$ cat src/rtl/ea_pkg.sv
package ea_pkg;
  typedef enum logic [1:0] {
    ST_IDLE = 2'd0,
    ST_RD   = 2'd1,
    ST_DATA = 2'd2,
    ST_WR   = 2'd3
  } ea_state_e;

  localparam logic [1:0] MODE_PAGE0 = 2'd0;
  localparam logic [1:0] MODE_PC    = 2'd1;
  localparam logic [1:0] MODE_ACC2  = 2'd2;
  localparam logic [1:0] MODE_ACC3  = 2'd3;
endpackage

$ cat src/rtl/ea_base_calc.sv
module ea_base_calc
  import ea_pkg::*;
#(
  parameter int AW     = 15,
  parameter int DISP_W = 8
) (
  input  logic [1:0]        mode,
  input  logic [DISP_W-1:0] disp,
  input  logic [AW-1:0]     pc,
  input  logic [AW-1:0]     acc2,
  input  logic [AW-1:0]     acc3,
  output logic [AW-1:0]     addr
);
  localparam int EXT_W = AW - DISP_W;

  logic [AW-1:0] disp_sx;
  logic [AW-1:0] disp_zx;
  logic [AW-1:0] base;

  assign disp_sx = {{EXT_W{disp[DISP_W-1]}}, disp};
  assign disp_zx = {{EXT_W{1'b0}}, disp};

  always_comb begin
    unique case (mode)
      MODE_PC:   base = pc;
      MODE_ACC2: base = acc2;
      MODE_ACC3: base = acc3;
      default:   base = '0;
    endcase
  end

  always_comb begin
    if (mode == MODE_PAGE0) addr = disp_zx;
    else                    addr = base + disp_sx;
  end
endmodule

$ cat src/rtl/ea_autoindex.sv
module ea_autoindex #(
  parameter int AW           = 15,
  parameter int DW           = 16,
  parameter int unsigned WIN_BASE = 16,
  parameter int unsigned WIN_SPAN = 8
) (
  input  logic [AW-1:0] loc,
  input  logic [DW-1:0] word_in,
  output logic          is_auto,
  output logic [DW-1:0] word_out
);
  localparam logic [AW-1:0] INC_LO = AW'(WIN_BASE);
  localparam logic [AW-1:0] INC_HI = AW'(WIN_BASE + WIN_SPAN - 1);
  localparam logic [AW-1:0] DEC_LO = AW'(WIN_BASE + WIN_SPAN);
  localparam logic [AW-1:0] DEC_HI = AW'(WIN_BASE + 2 * WIN_SPAN - 1);
  localparam logic [AW-1:0] ONE    = AW'(1);

  logic          in_inc;
  logic          in_dec;
  logic [AW-1:0] field;

  assign in_inc  = (loc >= INC_LO) && (loc <= INC_HI);
  assign in_dec  = (loc >= DEC_LO) && (loc <= DEC_HI);
  assign is_auto = in_inc || in_dec;

  always_comb begin
    if (in_inc)      field = word_in[AW-1:0] + ONE;
    else if (in_dec) field = word_in[AW-1:0] - ONE;
    else             field = word_in[AW-1:0];
    word_out = {word_in[DW-1], field};
  end
endmodule

$ cat src/rtl/ea_chain_fsm.sv
module ea_chain_fsm
  import ea_pkg::*;
#(
  parameter int AW = 15,
  parameter int DW = 16
) (
  input  logic          clk,
  input  logic          rst_n,
  input  logic          start,
  input  logic          indirect,
  input  logic [AW-1:0] first_addr,
  input  logic [DW-1:0] mem_rdata,
  input  logic          is_auto,
  input  logic [DW-1:0] adj_word,
  output logic          mem_rd,
  output logic          mem_we,
  output logic [AW-1:0] mem_addr,
  output logic [DW-1:0] mem_wdata,
  output logic          busy,
  output logic          done,
  output logic [AW-1:0] ea
);
  ea_state_e     state_q, state_d;
  logic [AW-1:0] cur_q, cur_d;
  logic [DW-1:0] word_q, word_d;
  logic [AW-1:0] ea_q, ea_d;
  logic          done_q, done_d;
  logic          cur_en, word_en, ea_en;
  logic [DW-1:0] eval_word;

  assign eval_word = (state_q == ST_WR) ? word_q : mem_rdata;

  always_comb begin
    state_d = state_q;
    cur_d   = cur_q;
    word_d  = word_q;
    ea_d    = ea_q;
    done_d  = 1'b0;
    cur_en  = 1'b0;
    word_en = 1'b0;
    ea_en   = 1'b0;
    unique case (state_q)
      ST_IDLE: begin
        if (start) begin
          if (indirect) begin
            cur_d   = first_addr;
            cur_en  = 1'b1;
            state_d = ST_RD;
          end else begin
            ea_d   = first_addr;
            ea_en  = 1'b1;
            done_d = 1'b1;
          end
        end
      end
      ST_RD: state_d = ST_DATA;
      ST_DATA, ST_WR: begin
        if ((state_q == ST_DATA) && is_auto) begin
          word_d  = adj_word;
          word_en = 1'b1;
          state_d = ST_WR;
        end else if (eval_word[DW-1]) begin
          cur_d   = eval_word[AW-1:0];
          cur_en  = 1'b1;
          state_d = ST_RD;
        end else begin
          ea_d    = eval_word[AW-1:0];
          ea_en   = 1'b1;
          done_d  = 1'b1;
          state_d = ST_IDLE;
        end
      end
      default: state_d = ST_IDLE;
    endcase
  end

  always_ff @(posedge clk or negedge rst_n) begin
    if (!rst_n) begin
      state_q <= ST_IDLE;
      done_q  <= 1'b0;
      cur_q   <= '0;
      word_q  <= '0;
      ea_q    <= '0;
    end else begin
      state_q <= state_d;
      done_q  <= done_d;
      if (cur_en)  cur_q  <= cur_d;
      if (word_en) word_q <= word_d;
      if (ea_en)   ea_q   <= ea_d;
    end
  end

  assign mem_rd    = (state_q == ST_RD);
  assign mem_we    = (state_q == ST_WR);
  assign mem_addr  = cur_q;
  assign mem_wdata = word_q;
  assign busy      = (state_q != ST_IDLE);
  assign done      = done_q;
  assign ea        = ea_q;

  // direct resolution completes in one edge without becoming busy
  p_direct_done_r4: assert property (@(posedge clk) disable iff (!rst_n)
    (start && !busy && !indirect) |=> (done && !busy && !mem_rd));

  // indirect resolution first reads the computed address
  p_first_read_r5: assert property (@(posedge clk) disable iff (!rst_n)
    (start && !busy && indirect) |=> (busy && mem_rd && mem_addr == $past(first_addr)));

  // write-back keeps the follow flag of the word just read
  p_flag_kept_r7: assert property (@(posedge clk) disable iff (!rst_n)
    mem_we |-> (mem_wdata[DW-1] == $past(mem_rdata[DW-1])));

  // done is never seen together with busy
  p_done_idle_r8: assert property (@(posedge clk) disable iff (!rst_n)
    done |-> !busy);

  // ea only moves alongside a done strobe
  p_ea_hold_r9: assert property (@(posedge clk) disable iff (!rst_n)
    !done |-> $stable(ea));

  // read and write are exclusive
  p_rw_excl_r10: assert property (@(posedge clk) disable iff (!rst_n)
    !(mem_rd && mem_we));

  // a write targets the location read two cycles earlier
  p_wb_same_loc_r10: assert property (@(posedge clk) disable iff (!rst_n)
    mem_we |-> ($past(mem_rd, 2) && mem_addr == $past(mem_addr, 2)));
endmodule

$ cat src/rtl/ea_gen.sv
module ea_gen
  import ea_pkg::*;
#(
  parameter int AW     = 15,
  parameter int DISP_W = 8,
  parameter int unsigned WIN_BASE = 16,
  parameter int unsigned WIN_SPAN = 8
) (
  input  logic              clk,
  input  logic              rst_n,
  input  logic              start,
  input  logic              indirect,
  input  logic [1:0]        mode,
  input  logic [DISP_W-1:0] disp,
  input  logic [AW-1:0]     pc,
  input  logic [AW-1:0]     acc2,
  input  logic [AW-1:0]     acc3,
  output logic              mem_rd,
  output logic              mem_we,
  output logic [AW-1:0]     mem_addr,
  output logic [AW:0]       mem_wdata,
  input  logic [AW:0]       mem_rdata,
  output logic              busy,
  output logic              done,
  output logic [AW-1:0]     ea
);
  localparam int DW = AW + 1;

  logic [1:0]    rst_sync_q;
  logic          rst_int_n;
  logic [AW-1:0] first_addr;
  logic          is_auto;
  logic [DW-1:0] adj_word;

  always_ff @(posedge clk or negedge rst_n) begin
    if (!rst_n) rst_sync_q <= 2'b00;
    else        rst_sync_q <= {rst_sync_q[0], 1'b1};
  end
  assign rst_int_n = rst_sync_q[1];

  ea_base_calc #(.AW(AW), .DISP_W(DISP_W)) u_base (
    .mode (mode),
    .disp (disp),
    .pc   (pc),
    .acc2 (acc2),
    .acc3 (acc3),
    .addr (first_addr)
  );

  ea_autoindex #(.AW(AW), .DW(DW), .WIN_BASE(WIN_BASE), .WIN_SPAN(WIN_SPAN)) u_auto (
    .loc      (mem_addr),
    .word_in  (mem_rdata),
    .is_auto  (is_auto),
    .word_out (adj_word)
  );

  ea_chain_fsm #(.AW(AW), .DW(DW)) u_fsm (
    .clk        (clk),
    .rst_n      (rst_int_n),
    .start      (start),
    .indirect   (indirect),
    .first_addr (first_addr),
    .mem_rdata  (mem_rdata),
    .is_auto    (is_auto),
    .adj_word   (adj_word),
    .mem_rd     (mem_rd),
    .mem_we     (mem_we),
    .mem_addr   (mem_addr),
    .mem_wdata  (mem_wdata),
    .busy       (busy),
    .done       (done),
    .ea         (ea)
  );
endmodule

$ cat config.mk
export PLATFORM = sky130hd
export DESIGN_NAME = ea_gen
export DESIGN_NICKNAME = d
export VERILOG_FILES = /design/src/rtl/ea_pkg.sv /design/src/rtl/ea_base_calc.sv /design/src/rtl/ea_autoindex.sv /design/src/rtl/ea_chain_fsm.sv /design/src/rtl/ea_gen.sv
export SDC_FILE = /design/constraint.sdc
export NUM_CORES = 1
export LEC_CHECK = 0
export ABC_AREA = 1
export BUFFER_PORTS_ARGS = -buffer_cell sky130_fd_sc_hd__buf_2
export CORE_MARGIN = 5
export CORE_UTILIZATION = 35
export DETAILED_ROUTE_END_ITERATION = 6
export PLACE_DENSITY = 0.64
export SLEW_MARGIN = 30
export SYNTH_ARGS = -nofsm -noshare
export SYNTH_HDL_FRONTEND = slang
export SYNTH_SLANG_ARGS = --single-unit
$ cat constraint.sdc
create_clock -name clk -period 4.3 [get_ports clk]
set_input_delay 0.43 -clock clk [delete_from_list [all_inputs] [get_ports clk]]
set_output_delay 0.43 -clock clk [all_outputs]
set_load 0.02 [all_outputs]
==> results of run 1 <==
[timing repair]
item	CTS	global route
endpoints found under the hold margin	2	0
hold buffers	1	0
setup buffers	0	0
[worst paths after layout]
kind                                  startpoint            endpoint  slack (ns)
worst max-delay path                     mode[1]        u_fsm.ea[12]        1.57
worst min-delay path               rst_sync_q[0]       rst_sync_q[1]        0.36
worst max register to register  u_fsm.state_q[1]         u_fsm.ea[0]        1.92
worst min register to register     rst_sync_q[0]       rst_sync_q[1]        0.36
max in group asynchronous          rst_sync_q[1]  u_fsm.mem_wdata[5]        3.51
min in group asynchronous          rst_sync_q[1]          u_fsm.done        0.37
[synthesized netlist by cell type (2+ instances only)]
| library cell | count |
|---|---|
| dfrtp_1 | 51 |
| o211ai_1 | 3 |
| o21ai_0 | 24 |
| nor2_4 | 3 |
| ha_1 | 16 |
| inv_1 | 82 |
| o221ai_1 | 3 |
| nand3b_1 | 5 |
| nand4_1 | 6 |
| buf_2 | 8 |
| and2_1 | 3 |
| buf_6 | 2 |
| buf_4 | 2 |
| nand2_2 | 3 |
| clkbuf_1 | 7 |
| or2_2 | 2 |
| xnor2_1 | 2 |
| nand3_1 | 94 |
| a31oi_1 | 5 |
| nor2_1 | 67 |
| nand2_1 | 317 |
| a21oi_1 | 6 |
| xor2_1 | 9 |
| inv_2 | 2 |
| nor3_1 | 8 |
[layout by cell type, fill, tap and decap left out, types with 2 or more instances in the layout]
cell type and instances:
o21ai_0 24, buf_4 2, dfrtp_1 50, nand2_1 317, or2_2 2, o211ai_1 3, nand3b_1 5, xnor2_1 2
diode_2 2, nand4_1 6, nand2_2 3, nand3_1 94, xor2_1 9, nor2_4 3, clkbuf_16 5, nor2_1 67
a21oi_1 6, a31oi_1 5, inv_2 2, buf_2 124, o221ai_1 3, and2_1 3, nor3_1 8, inv_1 82
ha_1 16
[registers in the layout (all words and copies together) (netlist names)]
signal,flops
u_fsm.mem_wdata,16
u_fsm.ea,15
u_fsm.mem_addr,15
rst_sync_q,2
u_fsm.state_q,2
u_fsm.done,1
[per-stage QoR]
step / util [%] / instances / power (mW) / hold WS [ns] / instance area, um^2
finish: 43.0 / 1033 / 2.62 / 0.356 / 5400
global route: 43.0 / 1033 / 2.82 / 0.366 / 5400
CTS: 42.9 / 1031 / 2.63 / 0.361 / 5400
detailed placement: 41.6 / 1022 / 2.21 / 0.218 / 5230
global placement: 41.6 / 1022 / 2.20 / 0.216 / 5230
floorplan: - / 744 / 1.73 / 0.134 / 4490
[metal layers]
| metal | GRT usage [%] | vias to the layer above |
|---|---|---|
| li1 | - | 2574 |
| met1 | 27.5 | 2308 |
| met2 | 31.1 | 115 |
| met3 | 2.24 | 11 |
| met4 | 3.88 | 0 |
| met5 | 0 | - |
[cell families after synthesis]
kind of cell | after synthesis | synth area share, %
simple gates | 513 | 48.5
buf+inv | 105 | 9.51
flops | 51 | 28.5
compound gates | 44 | 5.86
fa+ha+maj | 17 | 4.91
xor+xnor | 11 | 2.15
mux | 2 | 0.502
other cells | 1 | 0.0836
[power breakdown]
| group | internal [mW] | switching (mW) |
|---|---|---|
| sequential | 0.663 | 0.165 |
| combinational | 0.434 | 0.941 |
| clock | 0.233 | 0.183 |
| total | 1.33 | 1.29 |
[cell type report]
cell class	instances	share of cell area [%]
Antenna cell	2	0.0927
Clock buffer	6	2.57
Clock inverter	2	0.301
Inverter	85	5.91
Multi-Input combinational cell	588	51.5
Sequential cell	51	23.7
Tap cell	172	3.99
Timing Repair Buffer	127	12.0
==> impl_metrics.tcl, run 1 <==
set metrics [dict create \
    path_cells "buf_2 -> inv_1 -> nor2_1 -> buf_4 -> nand2_1 -> nand3_1 -> ha_1 -> inv_1 -> fa_1 -> inv_1 -> nand3_1 -> nand3_1 -> nand3_1 -> nand3_1 -> nand2_1 -> nand3_1 -> nand2_1 -> nand2_1 -> nand2_1" \
    status "finished clean" \
    worst_slack_ns 1.57 \
    regArea_um2 1280 \
    yosys_warnings 0 \
    dp_hpwl_um 11600 \
    worst_pin_slew_ns 0.627 \
    cellPowerDensity_nw_per_um2 485 \
    ys_seq_area_share_pct 28.5 \
    grt_max_degree 50 \
    hold_violations 0 \
    tns_ns 0 \
    ys_seq_elements 51 \
    cp_max_fo 16 \
    clk_pin_slew_ns 0.07 \
    synth_nets 836 \
    rows 41 \
    wl_met2_um 6660 \
    cp-start-kind "primary input" \
    drt_iter0_markers 365 \
    first_pass_iters 5 \
    ys.flop_type "dfrtp_1" \
    fin_skew_ns 0.0112 \
    routed_wl_um 14300 \
    top_layer "met4" \
    vias 5008 \
    portBuffers 124 \
    cp-end-kind "register" \
    synthCells 744 \
    synthTopCellsByArea "dfrtp_1 28%, nand2_1 27%, nand3_1 10%, inv_1 6.9%, nor2_1 5.6%" \
    htreeDepth 2 \
    grt_pass1_wl_um 23100 \
    wire_per_inst_um 13.8 \
    clockBufferDepth 2 \
    ant_nets 0 \
    drv_slew 0 \
    ctsResizeCount 0 \
    timing.slew.headroom_pct 58.2 \
    period_share_pct 63.6 \
    viasPerCell 4.85 \
    root_buffer "clkbuf_16" \
    period_needed_ns 2.73 \
    yosys.area.top_type_share_pct 28.5 \
    design.core.area_um2 12600 \
    hold_class "register to register" \
    die-area_um2 15200 \
    clock_latency_ns 0.29 \
    gp_congestion 0.885 \
    reg2reg_depth 6 \
    crit_type "primary input to register" \
    avgSynthCellArea_um2 6.03 \
    grt_overflow 0 \
    track_usage_pct 19.2 \
    multiInputGateArea_um2 2780 \
    crit_cells 19 \
    synthesis.area_um2 4490 \
    cp.arrival_ns 2.92 \
    cts.sinks 51 \
    num_io_pins 125 \
    syn_to_final_growth_pct 20.4 \
    fp.dieW_um 123 \
    max_freq_mhz 366 \
    antenna_found_initial 2 \
    cpLargestDelayFamily "simple AND/OR/NAND/NOR gates" \
    m1WireLength_um 6750 \
    dp_worst_setup_slack_ns 1.30 \
    rsz0062_at_grt "no" \
    layout.nets 950 \
    drv_cap 0 \
    min_path_cells 0 \
    cts_tree "done" \
    yosysTopAreaCell "dfrtp_1" \
    ir_drop_mv 0.177 \
    cts_buffers 5 \
    cp_common_cell "nand3_1" \
    dieHeight_um 123 \
    drive_above_1_share_pct 17.8 \
    finalSetupViolCount 0 \
    crit_path_top_delay_cell "fa_1" \
    ys_types 39 \
    leakage_nw 2.95 \
    initial_core_util_pct 35.7 \
    synth-edff-count 0 \
    post-route-drc-count 0 \
    num-fill-cells 1428 \
    wl_met3_um 683 \
    cp.required_ns 4.49 \
    crit_buf_inv 5 \
    ys_async_sr_fraction_pct 100 \
    first_global_vias 4677 \
    slowest_delay_ns 0.40 \
]
Note: power is estimated with default switching activity, not from simulation.
==> run 2: changes to the inputs <==
==> constraint.sdc (replaced) <==
create_clock -name clk -period 2.7 [get_ports clk]
set_input_delay 0.27 -clock clk [delete_from_list [all_inputs] [get_ports clk]]
set_output_delay 0.27 -clock clk [all_outputs]
set_load 0.02 [all_outputs]
==> run 2 against run 1 <==
Register-to-register slack worse by 1.2 ns; sequential power rose by 56%; global-route usage grew 0.13 points; largest cell class unchanged.
==> impl_metrics.tcl, run 2 (synthesized netlist as in run 1, its figures left out) <==
set metrics [dict create \
    root_buffer "clkbuf_16" \
    wire_per_inst_um 14.0 \
    post-route-drc-count 0 \
    die-area_um2 15200 \
    first_global_vias 4817 \
    rows 41 \
    track_usage_pct 19.3 \
    initial_core_util_pct 35.7 \
    p_switching_mw 2.08 \
    drt_iter0_markers 353 \
    timing.rr.start "u_fsm.mem_addr[14]" \
    cts_tree "done" \
    max_freq_mhz 429 \
    period_share_pct 86.3 \
    leakage_nw 3.01 \
    antenna_found_initial 1 \
    cts.sinks 51 \
    period_needed_ns 2.33 \
    num_io_pins 125 \
    slowest_delay_ns 0.40 \
    clock_latency_ns 0.30 \
    layout.nets 960 \
    ff2ff_setup_slack_ns 0.74 \
    hold_violations 0 \
    rsz0062_at_grt "no" \
    status "finished clean" \
    p_total_mw 4.31 \
    final_design_area_no_fill_um2 5490 \
    cpLargestDelayFamily "simple AND/OR/NAND/NOR gates" \
    syn_to_final_growth_pct 22.4 \
    ctsResizeCount 0 \
    crit_path_top_delay_cell "fa_1" \
    ir_drop_mv 0.344 \
    timing.slew.headroom_pct 66.3 \
    stdcell_count 1042 \
    routed_wl_um 14600 \
    cp-start-kind "primary input" \
    path_cells "buf_2 -> inv_1 -> nor2_1 -> nand2_1 -> nand3_1 -> ha_1 -> inv_1 -> fa_1 -> inv_1 -> nand3_1 -> nand3_1 -> xor2_1 -> o21ai_0 -> nand3_1 -> nand2_1 -> nand2_1" \
    multiInputGateArea_um2 2780 \
    finalSetupViolCount 0 \
    reg2reg_depth 9 \
    vias 5101 \
    grt_max_degree 29 \
    drive_above_1_share_pct 18.8 \
    dp_worst_setup_slack_ns 0.0938 \
    cp_common_cell "nand3_1" \
    viasPerCell 4.90 \
    crit_buf_inv 4 \
    hold_ws_ns 0.233 \
    ant_nets 0 \
    tns_ns 0 \
    worst_slack_ns 0.369 \
    cts_buffers 5 \
    worst_pin_slew_ns 0.504 \
    cp.arrival_ns 2.52 \
    htreeDepth 2 \
    swShare_pct 48.2 \
    num-fill-cells 1424 \
    final_util_pct 43.7 \
    grt_overflow 0 \
    regToRegEndpoint "u_fsm.mem_addr[8]" \
    crit_type "primary input to register" \
    holdBufCountCts 1 \
    clkPwrFrac_pct 17.4 \
    place_inst 1032 \
    cp_max_fo 6 \
    gp_congestion 0.903 \
    clockBufferDepth 2 \
    fin_skew_ns 0.0103 \
    pwr-share-seq_pct 29.9 \
    largest_reg_flops 16 \
    drv_cap 0 \
    cp.required_ns 2.89 \
    post-cts-setup-buffers 0 \
    dp_hpwl_um 12000 \
    clk_pin_slew_ns 0.08 \
    portBuffers 124 \
    first_pass_iters 5 \
    internal_power_mw 2.23 \
    drv_slew 0 \
    dieHeight_um 123 \
    final_common_cell "nand2_1" \
    regArea_um2 1280 \
    grt_pass1_wl_um 23300 \
    design.core.area_um2 12600 \
    placed_cell_area_um2 5310 \
    cp-end-kind "register" \
    comb_power_share_pct 52.6 \
    fp.dieW_um 123 \
    cellPowerDensity_nw_per_um2 785 \
    final_cell_mix "317 x nand2_1, 124 x buf_2, 94 x nand3_1" \
    hold_class "register to asynchronous set/reset pin" \
]
## run 2: cell types whose count changed in the layout (fill, tap and decap cells not counted), sizes merged
cell	previous run	this run
buf	126	136
bufinv	0	1
clkbuf	6	5
clkinvlp	1	0
diode	2	1
inv	84	85
## run 2: area by class of cell
cell class / count / area share [%]
diodes: 1 / 0.0456
well taps: 172 / 3.92
repair buffers: 137 / 13.1
flip-flops and latches: 51 / 23.3
clock inverters: 3 / 0.866
clock buffers: 5 / 2.28
inverters: 85 / 5.81
multi-input cells: 588 / 50.7
## run 2: power by group through the flow
stage | Combinational [mW] | Clock [mW] | Sequential (mW)
finish | 2.27 | 0.751 | 1.29
global route | 2.54 | 0.794 | 1.33
CTS | 2.29 | 0.759 | 1.29
detailed placement | 2.27 | 0 | 1.30
global placement | 2.26 | 0 | 1.30
floorplan | 1.16 | 0 | 1.59
## run 2: how the worst max path moves through the flow
stage	start	end	slack [ns]	cells past startpoint
finish	mode[1]	u_fsm.mem_addr[4]	0.37	16
global route	mode[1]	u_fsm.mem_addr[4]	0.13	16
CTS	mode[1]	u_fsm.mem_addr[4]	0.40	16
detailed placement	mode[1]	u_fsm.mem_addr[4]	0.09	16
global placement	mode[1]	u_fsm.mem_addr[12]	0.19	18
floorplan	mode[0]	u_fsm.mem_addr[12]	0.17	19
## run 2: layer usage
layer	vias to the layer above	wire length, um	GRT usage, %
met3	14	892	3.34
met2	150	6890	32.3
met5	-	0	0
met1	2345	6610	26.3
li1	2592	-	-
met4	0	161	3.74
==> run 3: changes to the inputs <==
--- a/config.mk
+++ b/config.mk
@@ -9,8 +9,10 @@
 export BUFFER_PORTS_ARGS = -buffer_cell sky130_fd_sc_hd__buf_2
 export CORE_MARGIN = 5
 export CORE_UTILIZATION = 35
+export CTS_CLUSTER_DIAMETER = 200
 export DETAILED_ROUTE_END_ITERATION = 6
-export PLACE_DENSITY = 0.64
+export GPL_TIMING_DRIVEN = 0
+export PLACE_DENSITY_LB_ADDON = 0.08
 export SLEW_MARGIN = 30
 export SYNTH_ARGS = -nofsm -noshare
 export SYNTH_HDL_FRONTEND = slang
==> run 3 against run 2 <==
Sequential share of layout area down 0.23 points; worst setup slack worse by 0.11 ns; combinational power about the same; fmax down 4.7%; via count up 0.88%; global-route usage up 0.75 points; first-iteration DRC count down 31%; sequential power about the same; cell count up 0.48%; design area up 1.2%; largest cell class unchanged.
==> impl_metrics.tcl, run 3 (synthesized netlist as in run 1, its figures left out) <==
set metrics [dict create \
    status "finished clean" \
    num_io_pins 125 \
    final_cell_mix "317 x nand2_1, 130 x buf_2, 93 x nand3_1" \
    tns_ns 0 \
    syn_to_final_growth_pct 23.8 \
    drt_iter0_markers 242 \
    ir_drop_mv 0.282 \
    layout.nets 966 \
    cp_max_fo 10 \
    first_pass_iters 5 \
    place_inst 1038 \
    timing.slew.headroom_pct 63.7 \
    ant_nets 0 \
    die-area_um2 15200 \
    dp_hpwl_um 12300 \
    drv_slew 0 \
    num-fill-cells 1392 \
    largest_reg_flops 16 \
    dieHeight_um 123 \
    fin_skew_ns 0.00443 \
    first_global_vias 4898 \
    insertedDiodeCount 0 \
    clockBufferDepth 2 \
    design.core.area_um2 12600 \
    cp.arrival_ns 2.63 \
    period_share_pct 90.6 \
    vias 5146 \
    wire_per_inst_um 14.1 \
    cts_tree "done" \
    drive_above_1_share_pct 19.5 \
    rsz0062_at_grt "no" \
    final_design_area_no_fill_um2 5560 \
    clkPwrFrac_pct 17.2 \
    grt_overflow 0 \
    viasPerCell 4.91 \
    finalSetupViolCount 0 \
    max_freq_mhz 409 \
    post-route-drc-count 0 \
    drv_cap 0 \
    routed_wl_um 14800 \
    fp.dieW_um 123 \
    rows 41 \
    grt_pass1_wl_um 24200 \
    period_needed_ns 2.45 \
    cp-end-kind "register" \
    clock_latency_ns 0.29 \
    clk_pin_slew_ns 0.07 \
    leakage_nw 3.02 \
    swShare_pct 48.1 \
    worst_pin_slew_ns 0.543 \
    antenna_found_initial 0 \
    grt_max_degree 28 \
    comb_power_share_pct 52.9 \
    stdcell_count 1047 \
    internal_power_mw 2.23 \
    hold_violations 0 \
    cts.sinks 51 \
    placed_cell_area_um2 5330 \
    p_switching_mw 2.07 \
    hold_class "register to asynchronous set/reset pin" \
    final_common_cell "nand2_1" \
    initial_core_util_pct 35.7 \
    htreeDepth 2 \
    cts_buffers 5 \
    portBuffers 121 \
    cellPowerDensity_nw_per_um2 775 \
    cp-start-kind "primary input" \
    cp.required_ns 2.89 \
    crit_type "primary input to register" \
    gp_congestion 0.903 \
    track_usage_pct 20.0 \
    root_buffer "clkbuf_16" \
    pwr-share-seq_pct 29.9 \
]
-- run 3: what timing repair did --
action / in CTS / in global routing
hold endpoints to repair: 2 / 0
pin swaps: 0 / 1
hold buffers: 1 / 0
resized for setup: 5 / 11
gates cloned: 0 / 0
setup endpoints to repair: 13 / 13
setup buffers: 0 / 2
-- run 3: power groups by stage --
stage               sequential [mW]  combinational, mW  clock (mW)
finish                         1.29               2.28       0.740
global route                   1.32               2.56       0.788
CTS                            1.29               2.29       0.760
detailed placement             1.30               2.28           0
global placement               1.30               2.25           0
floorplan                      1.59               1.16           0
-- run 3: worst paths after layout --
check / start / endpoint / slack [ns] / depth (start not counted)
setup / recovery: mode[1] / u_fsm.mem_addr[12] / 0.25 / 19
hold / removal: rst_sync_q[1] / u_fsm.mem_addr[0] / 0.23 / 0
setup reg to reg: u_fsm.state_q[1] / u_fsm.mem_addr[7] / 0.78 / 8
hold reg to reg: rst_sync_q[1] / u_fsm.mem_addr[0] / 0.23 / 0
max in group asynchronous: rst_sync_q[1] / u_fsm.mem_wdata[0] / 2.03 / 1
min in group clk: mem_rdata[15] / u_fsm.mem_wdata[15] / 0.31 / 3
-- run 3: metrics by stage --
stage          util, %  power (mW)  worst slack, ns  hold slack (ns)
3_3_place_gp      42.2        3.55           -0.531           0.0548
5_1_grt           44.2        4.67           0.0101            0.251
3_5_place_dp      42.4        3.58           -0.581           0.0571
2_1_floorplan        -        2.75            0.172          -0.0256
4_1_cts           43.9        4.34           0.0211            0.238
6_report          44.2        4.30            0.254            0.226
-- run 3: cell type report --
class / count / area (um^2) / share of cell area, %
flip-flops and latches: 51 / 1280 / 23.0
repair buffers: 125 / 651 / 11.7
clock inverters: 3 / 47.5 / 0.856
well taps: 172 / 215 / 3.87
clock buffers: 5 / 125 / 2.25
plain buffers: 18 / 113 / 2.03
inverters: 85 / 327 / 5.88
multi-input cells: 588 / 2800 / 50.4
-- run 3: layer usage --
layer	vias to the layer above	GRT usage, %	part of all wire, %
met2	139	31.4	44
li1	2617	-	-
met1	2380	29.9	49
met4	0	3.74	0.97
met3	10	2.33	5.5
met5	-	0	0
-- run 3: worst max-delay path, stage by stage --
cell and delay (ns):
buf_2 0.14, clkinvlp_4 0.11, buf_4 0.12, clkbuf_4 0.19, nand3_1 0.08, nand3_1 0.11, ha_2 0.22, inv_1 0.06
fa_1 0.40, inv_1 0.13, nand3_1 0.08, nand3_1 0.14, nand3_1 0.15, nand3_1 0.10, nand2_1 0.05, nand3_1 0.10
nand2_1 0.09, nand2_1 0.07, nand2_1 0.05
